File: src/rtl/ldst_pkg.sv
package ldst_pkg;

    localparam int WORD_W   = 16;
    localparam int RIDX_W   = 3;
    localparam int OPC_W    = 4;
    localparam int PCOFF_W  = 9;
    localparam int BOFF_W   = 6;
    localparam int NZP_W    = 3;

    localparam logic [OPC_W-1:0] OPC_LD  = 4'b0010;
    localparam logic [OPC_W-1:0] OPC_ST  = 4'b0011;
    localparam logic [OPC_W-1:0] OPC_LDR = 4'b0110;
    localparam logic [OPC_W-1:0] OPC_STR = 4'b0111;
    localparam logic [OPC_W-1:0] OPC_LDI = 4'b1010;
    localparam logic [OPC_W-1:0] OPC_STI = 4'b1011;
    localparam logic [OPC_W-1:0] OPC_LEA = 4'b1110;

    typedef enum logic [1:0] {
        ST_IDLE = 2'd0,
        ST_PTR  = 2'd1,
        ST_DATA = 2'd2,
        ST_WB   = 2'd3
    } state_e;

    typedef struct packed {
        logic legal;
        logic is_store;
        logic indirect;
        logic addr_only;
        logic base_mode;
    } op_class_t;

    function automatic op_class_t classify(input logic [OPC_W-1:0] opc);
        op_class_t c;
        c = '0;
        unique case (opc)
            OPC_LD:  begin c.legal = 1'b1; end
            OPC_ST:  begin c.legal = 1'b1; c.is_store = 1'b1; end
            OPC_LDR: begin c.legal = 1'b1; c.base_mode = 1'b1; end
            OPC_STR: begin c.legal = 1'b1; c.base_mode = 1'b1; c.is_store = 1'b1; end
            OPC_LDI: begin c.legal = 1'b1; c.indirect = 1'b1; end
            OPC_STI: begin c.legal = 1'b1; c.indirect = 1'b1; c.is_store = 1'b1; end
            OPC_LEA: begin c.legal = 1'b1; c.addr_only = 1'b1; end
            default: c = '0;
        endcase
        return c;
    endfunction

endpackage

File: src/rtl/ldst_sext.sv
module ldst_sext #(
    parameter int IN_W  = 9,
    parameter int OUT_W = 16
) (
    input  logic [IN_W-1:0]  din,
    output logic [OUT_W-1:0] dout
);
    localparam int PAD_W = OUT_W - IN_W;

    generate
        if (PAD_W > 0) begin : g_pad
            assign dout = {{PAD_W{din[IN_W-1]}}, din};
        end else begin : g_trunc
            assign dout = din[OUT_W-1:0];
        end
    endgenerate
endmodule

File: src/rtl/ldst_agu.sv
module ldst_agu #(
    parameter int W       = 16,
    parameter int PCOFF_W = 9,
    parameter int BOFF_W  = 6
) (
    input  logic [W-1:0] word,
    input  logic [W-1:0] pc_inc,
    input  logic [W-1:0] base_val,
    input  logic         base_mode,
    output logic [W-1:0] ea
);
    logic [W-1:0] pc_off;
    logic [W-1:0] base_off;

    ldst_sext #(.IN_W(PCOFF_W), .OUT_W(W)) u_sext_pc (
        .din  (word[PCOFF_W-1:0]),
        .dout (pc_off)
    );

    ldst_sext #(.IN_W(BOFF_W), .OUT_W(W)) u_sext_base (
        .din  (word[BOFF_W-1:0]),
        .dout (base_off)
    );

    // Modulo-2^W sums: the carry out is simply dropped.
    always_comb begin
        if (base_mode) ea = base_val + base_off;
        else           ea = pc_inc + pc_off;
    end
endmodule

File: src/rtl/ldst_nzp.sv
module ldst_nzp #(
    parameter int W = 16
) (
    input  logic [W-1:0] val,
    output logic [2:0]   nzp
);
    logic is_zero;
    assign is_zero = (val == '0);
    assign nzp = {val[W-1], is_zero, ~val[W-1] & ~is_zero};
endmodule

File: src/rtl/ldst_unit.sv
module ldst_unit
    import ldst_pkg::*;
(
    input  logic                clk,
    input  logic                rst_n,
    input  logic                op_valid,
    input  logic [WORD_W-1:0]   op_word,
    input  logic [WORD_W-1:0]   op_pc_inc,
    input  logic [WORD_W-1:0]   op_base,
    input  logic [WORD_W-1:0]   op_src,
    output logic                busy,
    output logic                mem_valid,
    input  logic                mem_ready,
    output logic                mem_we,
    output logic [WORD_W-1:0]   mem_addr,
    output logic [WORD_W-1:0]   mem_wdata,
    input  logic [WORD_W-1:0]   mem_rdata,
    output logic                rf_we,
    output logic [RIDX_W-1:0]   rf_dst,
    output logic [WORD_W-1:0]   rf_wdata,
    output logic [NZP_W-1:0]    cc_nzp
);
    localparam int OPC_LSB = WORD_W - OPC_W;
    localparam int DST_LSB = OPC_LSB - RIDX_W;
    localparam logic [NZP_W-1:0] CC_RESET = 3'b010;

    state_e       state_q, state_d;
    op_class_t    cls;
    logic         accept;
    logic [WORD_W-1:0] ea;
    logic [WORD_W-1:0] addr_q, src_q, res_q;
    logic [RIDX_W-1:0] dst_q;
    logic              store_q;
    logic [NZP_W-1:0]  cc_q, cc_next;

    assign cls    = classify(op_word[WORD_W-1:OPC_LSB]);
    assign accept = op_valid && (state_q == ST_IDLE) && cls.legal;

    ldst_agu #(.W(WORD_W), .PCOFF_W(PCOFF_W), .BOFF_W(BOFF_W)) u_agu (
        .word      (op_word),
        .pc_inc    (op_pc_inc),
        .base_val  (op_base),
        .base_mode (cls.base_mode),
        .ea        (ea)
    );

    ldst_nzp #(.W(WORD_W)) u_nzp (
        .val (res_q),
        .nzp (cc_next)
    );

    // State register
    always_ff @(posedge clk) begin
        if (!rst_n) state_q <= ST_IDLE;
        else        state_q <= state_d;
    end

    // Next-state logic
    always_comb begin
        state_d = state_q;
        unique case (state_q)
            ST_IDLE: begin
                if (accept) begin
                    if (cls.addr_only)     state_d = ST_WB;
                    else if (cls.indirect) state_d = ST_PTR;
                    else                   state_d = ST_DATA;
                end
            end
            ST_PTR:  if (mem_ready) state_d = ST_DATA;
            ST_DATA: if (mem_ready) state_d = store_q ? ST_IDLE : ST_WB;
            ST_WB:   state_d = ST_IDLE;
        endcase
    end

    // Operand and result registers
    always_ff @(posedge clk) begin
        if (!rst_n) begin
            addr_q  <= '0;
            src_q   <= '0;
            res_q   <= '0;
            dst_q   <= '0;
            store_q <= 1'b0;
            cc_q    <= CC_RESET;
        end else begin
            if (accept) begin
                addr_q  <= ea;
                res_q   <= ea;
                src_q   <= op_src;
                dst_q   <= op_word[DST_LSB +: RIDX_W];
                store_q <= cls.is_store;
            end
            if (state_q == ST_PTR && mem_ready)
                addr_q <= mem_rdata;
            if (state_q == ST_DATA && mem_ready && !store_q)
                res_q <= mem_rdata;
            if (state_q == ST_WB)
                cc_q <= cc_next;
        end
    end

    // Output decode
    always_comb begin
        mem_valid = 1'b0;
        mem_we    = 1'b0;
        mem_wdata = '0;
        rf_we     = 1'b0;
        unique case (state_q)
            ST_IDLE: ;
            ST_PTR:  mem_valid = 1'b1;
            ST_DATA: begin
                mem_valid = 1'b1;
                mem_we    = store_q;
                mem_wdata = src_q;
            end
            ST_WB:   rf_we = 1'b1;
        endcase
    end

    assign busy     = (state_q != ST_IDLE);
    assign mem_addr = addr_q;
    assign rf_dst   = dst_q;
    assign rf_wdata = res_q;
    assign cc_nzp   = cc_q;

    // Assertions
    AST_REQ_HELD: assert property (@(posedge clk) disable iff (!rst_n)
        (mem_valid && !mem_ready) |=> (mem_valid && $stable(mem_addr) && $stable(mem_we) && $stable(mem_wdata)));
    AST_WB_PULSE: assert property (@(posedge clk) disable iff (!rst_n)
        rf_we |=> !rf_we);
    AST_WB_NO_MEM: assert property (@(posedge clk) disable iff (!rst_n)
        rf_we |-> !mem_valid);
    AST_CC_ONEHOT: assert property (@(posedge clk) disable iff (!rst_n)
        $countones(cc_nzp) == 1);
    AST_CC_HOLD: assert property (@(posedge clk) disable iff (!rst_n)
        (!$past(rf_we)) |-> $stable(cc_nzp));
    AST_BUSY_START: assert property (@(posedge clk) disable iff (!rst_n)
        $rose(busy) |-> $past(op_valid));
    AST_REQ_BUSY: assert property (@(posedge clk) disable iff (!rst_n)
        mem_valid |-> busy);
endmodule

File: config.mk
export PLATFORM = sky130hd
export DESIGN_NAME = ldst_unit
export DESIGN_NICKNAME = d
export VERILOG_FILES = /design/src/rtl/ldst_pkg.sv /design/src/rtl/ldst_sext.sv /design/src/rtl/ldst_agu.sv /design/src/rtl/ldst_nzp.sv /design/src/rtl/ldst_unit.sv
export SDC_FILE = /design/constraint.sdc
export NUM_CORES = 1
export LEC_CHECK = 0
export CAP_MARGIN = 25
export CORE_MARGIN = 2
export CORE_UTILIZATION = 65
export CTS_CLUSTER_SIZE = 30
export DETAILED_ROUTE_END_ITERATION = 6
export DONT_BUFFER_PORTS = 1
export GPL_TIMING_DRIVEN = 0
export PLACE_DENSITY = 0.81
export REMOVE_ABC_BUFFERS = 1
export SYNTH_ARGS = -nofsm -noshare
export SYNTH_HDL_FRONTEND = slang
export SYNTH_SLANG_ARGS = --single-unit
File: constraint.sdc
create_clock -name clk -period 5.9 [get_ports clk]
set_input_delay 1.77 -clock clk [delete_from_list [all_inputs] [get_ports clk]]
set_output_delay 1.77 -clock clk [all_outputs]
set_load 0.02 [all_outputs]
==> impl_metrics.json <==
{
  "end_kind": "flip-flop",
  "crit_chain": "ha_1, fa_1, a211oi_2, nor3_1, a2111oi_2, o21ai_0, xor2_1, o22ai_1, o32ai_1",
  "netlist_instances": 514,
  "worstMarginPinSlew_ns": 0.895,
  "slew_headroom_pct": 40.2,
  "placed_area_sq_mm": 0.00401,
  "path_class": "input pin to flip-flop",
  "diodes": 0,
  "rsz0062_at_grt": "false",
  "syn-mean-instance-area_sq_um": 7.79,
  "cts_max_level": 3,
  "skew_ns": 0.00820,
  "max_stage_delay_ns": 0.62,
  "peakVddDrop_mv": 0.264,
  "cp_max_fo": 4,
  "core_area_sq_mm": 0.00596,
  "yosysWarnings": 0,
  "drt_iter0_markers": 344,
  "io_buffers": 0,
  "antenna_found_initial": 0,
  "final_core_util_pct": 71.0,
  "final_nets": 622,
  "clk_pin_slew_worst_paths_ns": 0.06,
  "grt_use_total_pct": 31.5,
  "synth_common_cells": "nand2_1 (83), dfxtp_1 (57), a21oi_1 (53)",
  "die_w_microns": 82.5,
  "rows": 28,
  "hold_viol_final": 0,
  "drive_gt1_share_pct": 5.14,
  "vias": 3858,
  "p_leak_nw": 1.59,
  "start_util_pct": 67.3,
  "finalSetupViolations": 0,
  "synth_area_leaders": "dfxtp_1 (28%), ha_1 (11%), nand2_1 (7.8%)",
  "synth_flop_cell": "dfxtp_1",
  "drv_cap": 0,
  "gp_congestion": 0.885,
  "critPathLaunchType": "input pin",
  "rrSetupSlack_ns": 3.36,
  "critPathRequiredTime_ns": 6.09,
  "final_area_sq_mm": 0.00423,
  "yosys.area.top_type": "dfxtp_1",
  "cts_resized": 0,
  "cts_buffer_depth": 2,
  "fin_crit_sh_pct": 69.0,
  "first_pass_iters": 5,
  "clock-sinks": 57,
  "wire_per_inst_microns": 18.9,
  "dp_cells": 565,
  "synth_edf_count": 0,
  "grt-ovfl-total": 0,
  "fin_crit_ns": 4.07,
  "ys_ff_latch": 57,
  "postRouteAntennaNets": 0,
  "synth_cell_types": 56,
  "post_cts_buffers": 0,
  "post-dp-hpwl_microns": 8230,
  "clock_latency_ns": 0.33,
  "grt_max_degree": 39,
  "ys_seq_area_share_pct": 28.5,
  "grt_first_pass_wirelength_microns": 16200,
  "hold_class": "flip-flop to flip-flop",
  "final_cell_count_no_fill": 581,
  "async_reset_ff_share_pct": 0,
  "slew_viol_final": 0,
  "syn_area_sq_mm": 0.00401,
  "grt_pass1_vias": 3311,
  "routed_wl_microns": 11000,
  "status": "finished, final reports clean",
  "pin_count": 142,
  "cts_buffers": 9,
  "synth_top_area_share_pct": 28.5,
  "powerDensity_mw_per_mm2": 364,
  "fmax_ghz": 0.246,
  "postCtsHoldBufs": 0,
  "synth.most_common_cell": "nand2_1",
  "cts_root_buf": "clkbuf_8",
  "finalPower_w": 0.00154,
  "critPathArrivalTime_ns": 4.26,
  "dieArea_sq_mm": 0.00681,
  "cp_slowest_cell": "a2111oi_2",
  "fp.dieH_microns": 82.5,
  "cts_tree": "yes",
  "drcViolationCount": 0,
  "syn_to_final_growth_pct": 5.53,
  "vias_per_cell": 6.64,
  "hold_ws_ns": 0.450
}
==> layout make-up <==
class	instances	area, sq um
Fill cell	492	1730
Sequential cell	57	1140
Timing Repair Buffer	1	20.0
Clock buffer	14	163
Multi-Input combinational cell	425	2720
Clock inverter	2	60.1
Tap cell	75	93.8
Inverter	7	26.3
==> metal layers <==
metal  global-route usage, %  vias to the layer above  wire, microns
met5                       0                        -              0
met4                    12.0                        0            250
met3                    6.96                       25            988
met2                    51.5                      203           5120
met1                    40.6                     1766           4600
li1                        -                     1864              -
==> critical path, delay by kind of cell <==
| family | cells | cell delay (ns) |
|---|---|---|
| compound gates | 5 | 1.54 |
| xor+xnor | 1 | 0.18 |
| fa+ha+maj | 2 | 0.66 |
| simple gates | 1 | 0.11 |
==> report_power, final <==
part / internal (W) / total (W) / leakage [nW] / switching, W
sequential: 0.000463 / 0.000598 / 0.466 / 0.000135
combinational: 0.000204 / 0.000538 / 1.01 / 0.000334
clock: 0.000262 / 0.000405 / 0.111 / 0.000144
total: 0.000928 / 0.00154 / 1.59 / 0.000612
==> cells by family after synthesis <==
kind of cell / after synthesis / synth area share [%]
AO/OA/AOI/OAI: 170 / 28.7
adder cells (fa/ha/maj): 37 / 11.9
buffers and inverters: 32 / 3.90
multiplexers: 3 / 0.750
flip-flops: 57 / 28.5
XOR/XNOR: 22 / 4.81
AND/OR/NAND/NOR: 193 / 21.4
==> stage by stage <==
stage / TNS, ns / worst slack (ns)
5_1_grt: 0 / 1.65
4_1_cts: 0 / 1.85
3_3_place_gp: -19.75 / -1.12
6_report: 0 / 1.83
3_5_place_dp: 0 / 1.49
2_1_floorplan: 0 / 0.629
==> sequential cells by signal, summed over array words and instances (netlist names) <==
name / flops
mem_addr: 16
rf_wdata: 16
src_q: 16
cc_nzp: 3
rf_dst: 3
state_q: 2
store_q: 1
==> final timing paths <==
path,startpoint,to,cells after the start
max,op_word[0],mem_addr[12]$_SDFFE_PN0P_,9
min,src_q[7]$_SDFFE_PN0P_,src_q[7]$_SDFFE_PN0P_,2
max reg2reg,state_q[0]$_SDFFE_PN0P_,rf_wdata[13]$_SDFFE_PN0P_,6
min reg2reg,src_q[7]$_SDFFE_PN0P_,src_q[7]$_SDFFE_PN0P_,2
==> cell usage in the layout, fill, tap and decap left out, drive strengths merged, types with 2 or more instances in the layout <==
cell type,instances
nor2b,2
a21oi,53
nand2,85
bufinv,2
mux2i,3
nor3,8
nor2,48
o21ba,2
a31oi,4
a221o,2
a21o,7
ha,35
xnor2,15
and2,22
o21a,4
o41ai,4
clkbuf,14
nand3,16
fa,2
o21bai,4
inv,7
xor2,7
a2111oi,2
o211ai,15
o21ai,22
and3,4
o22ai,7
nor4,3
a211oi,13
o32ai,18
a21boi,2
a211o,2
dfxtp,57
Note: power is estimated with default switching activity, not from simulation.
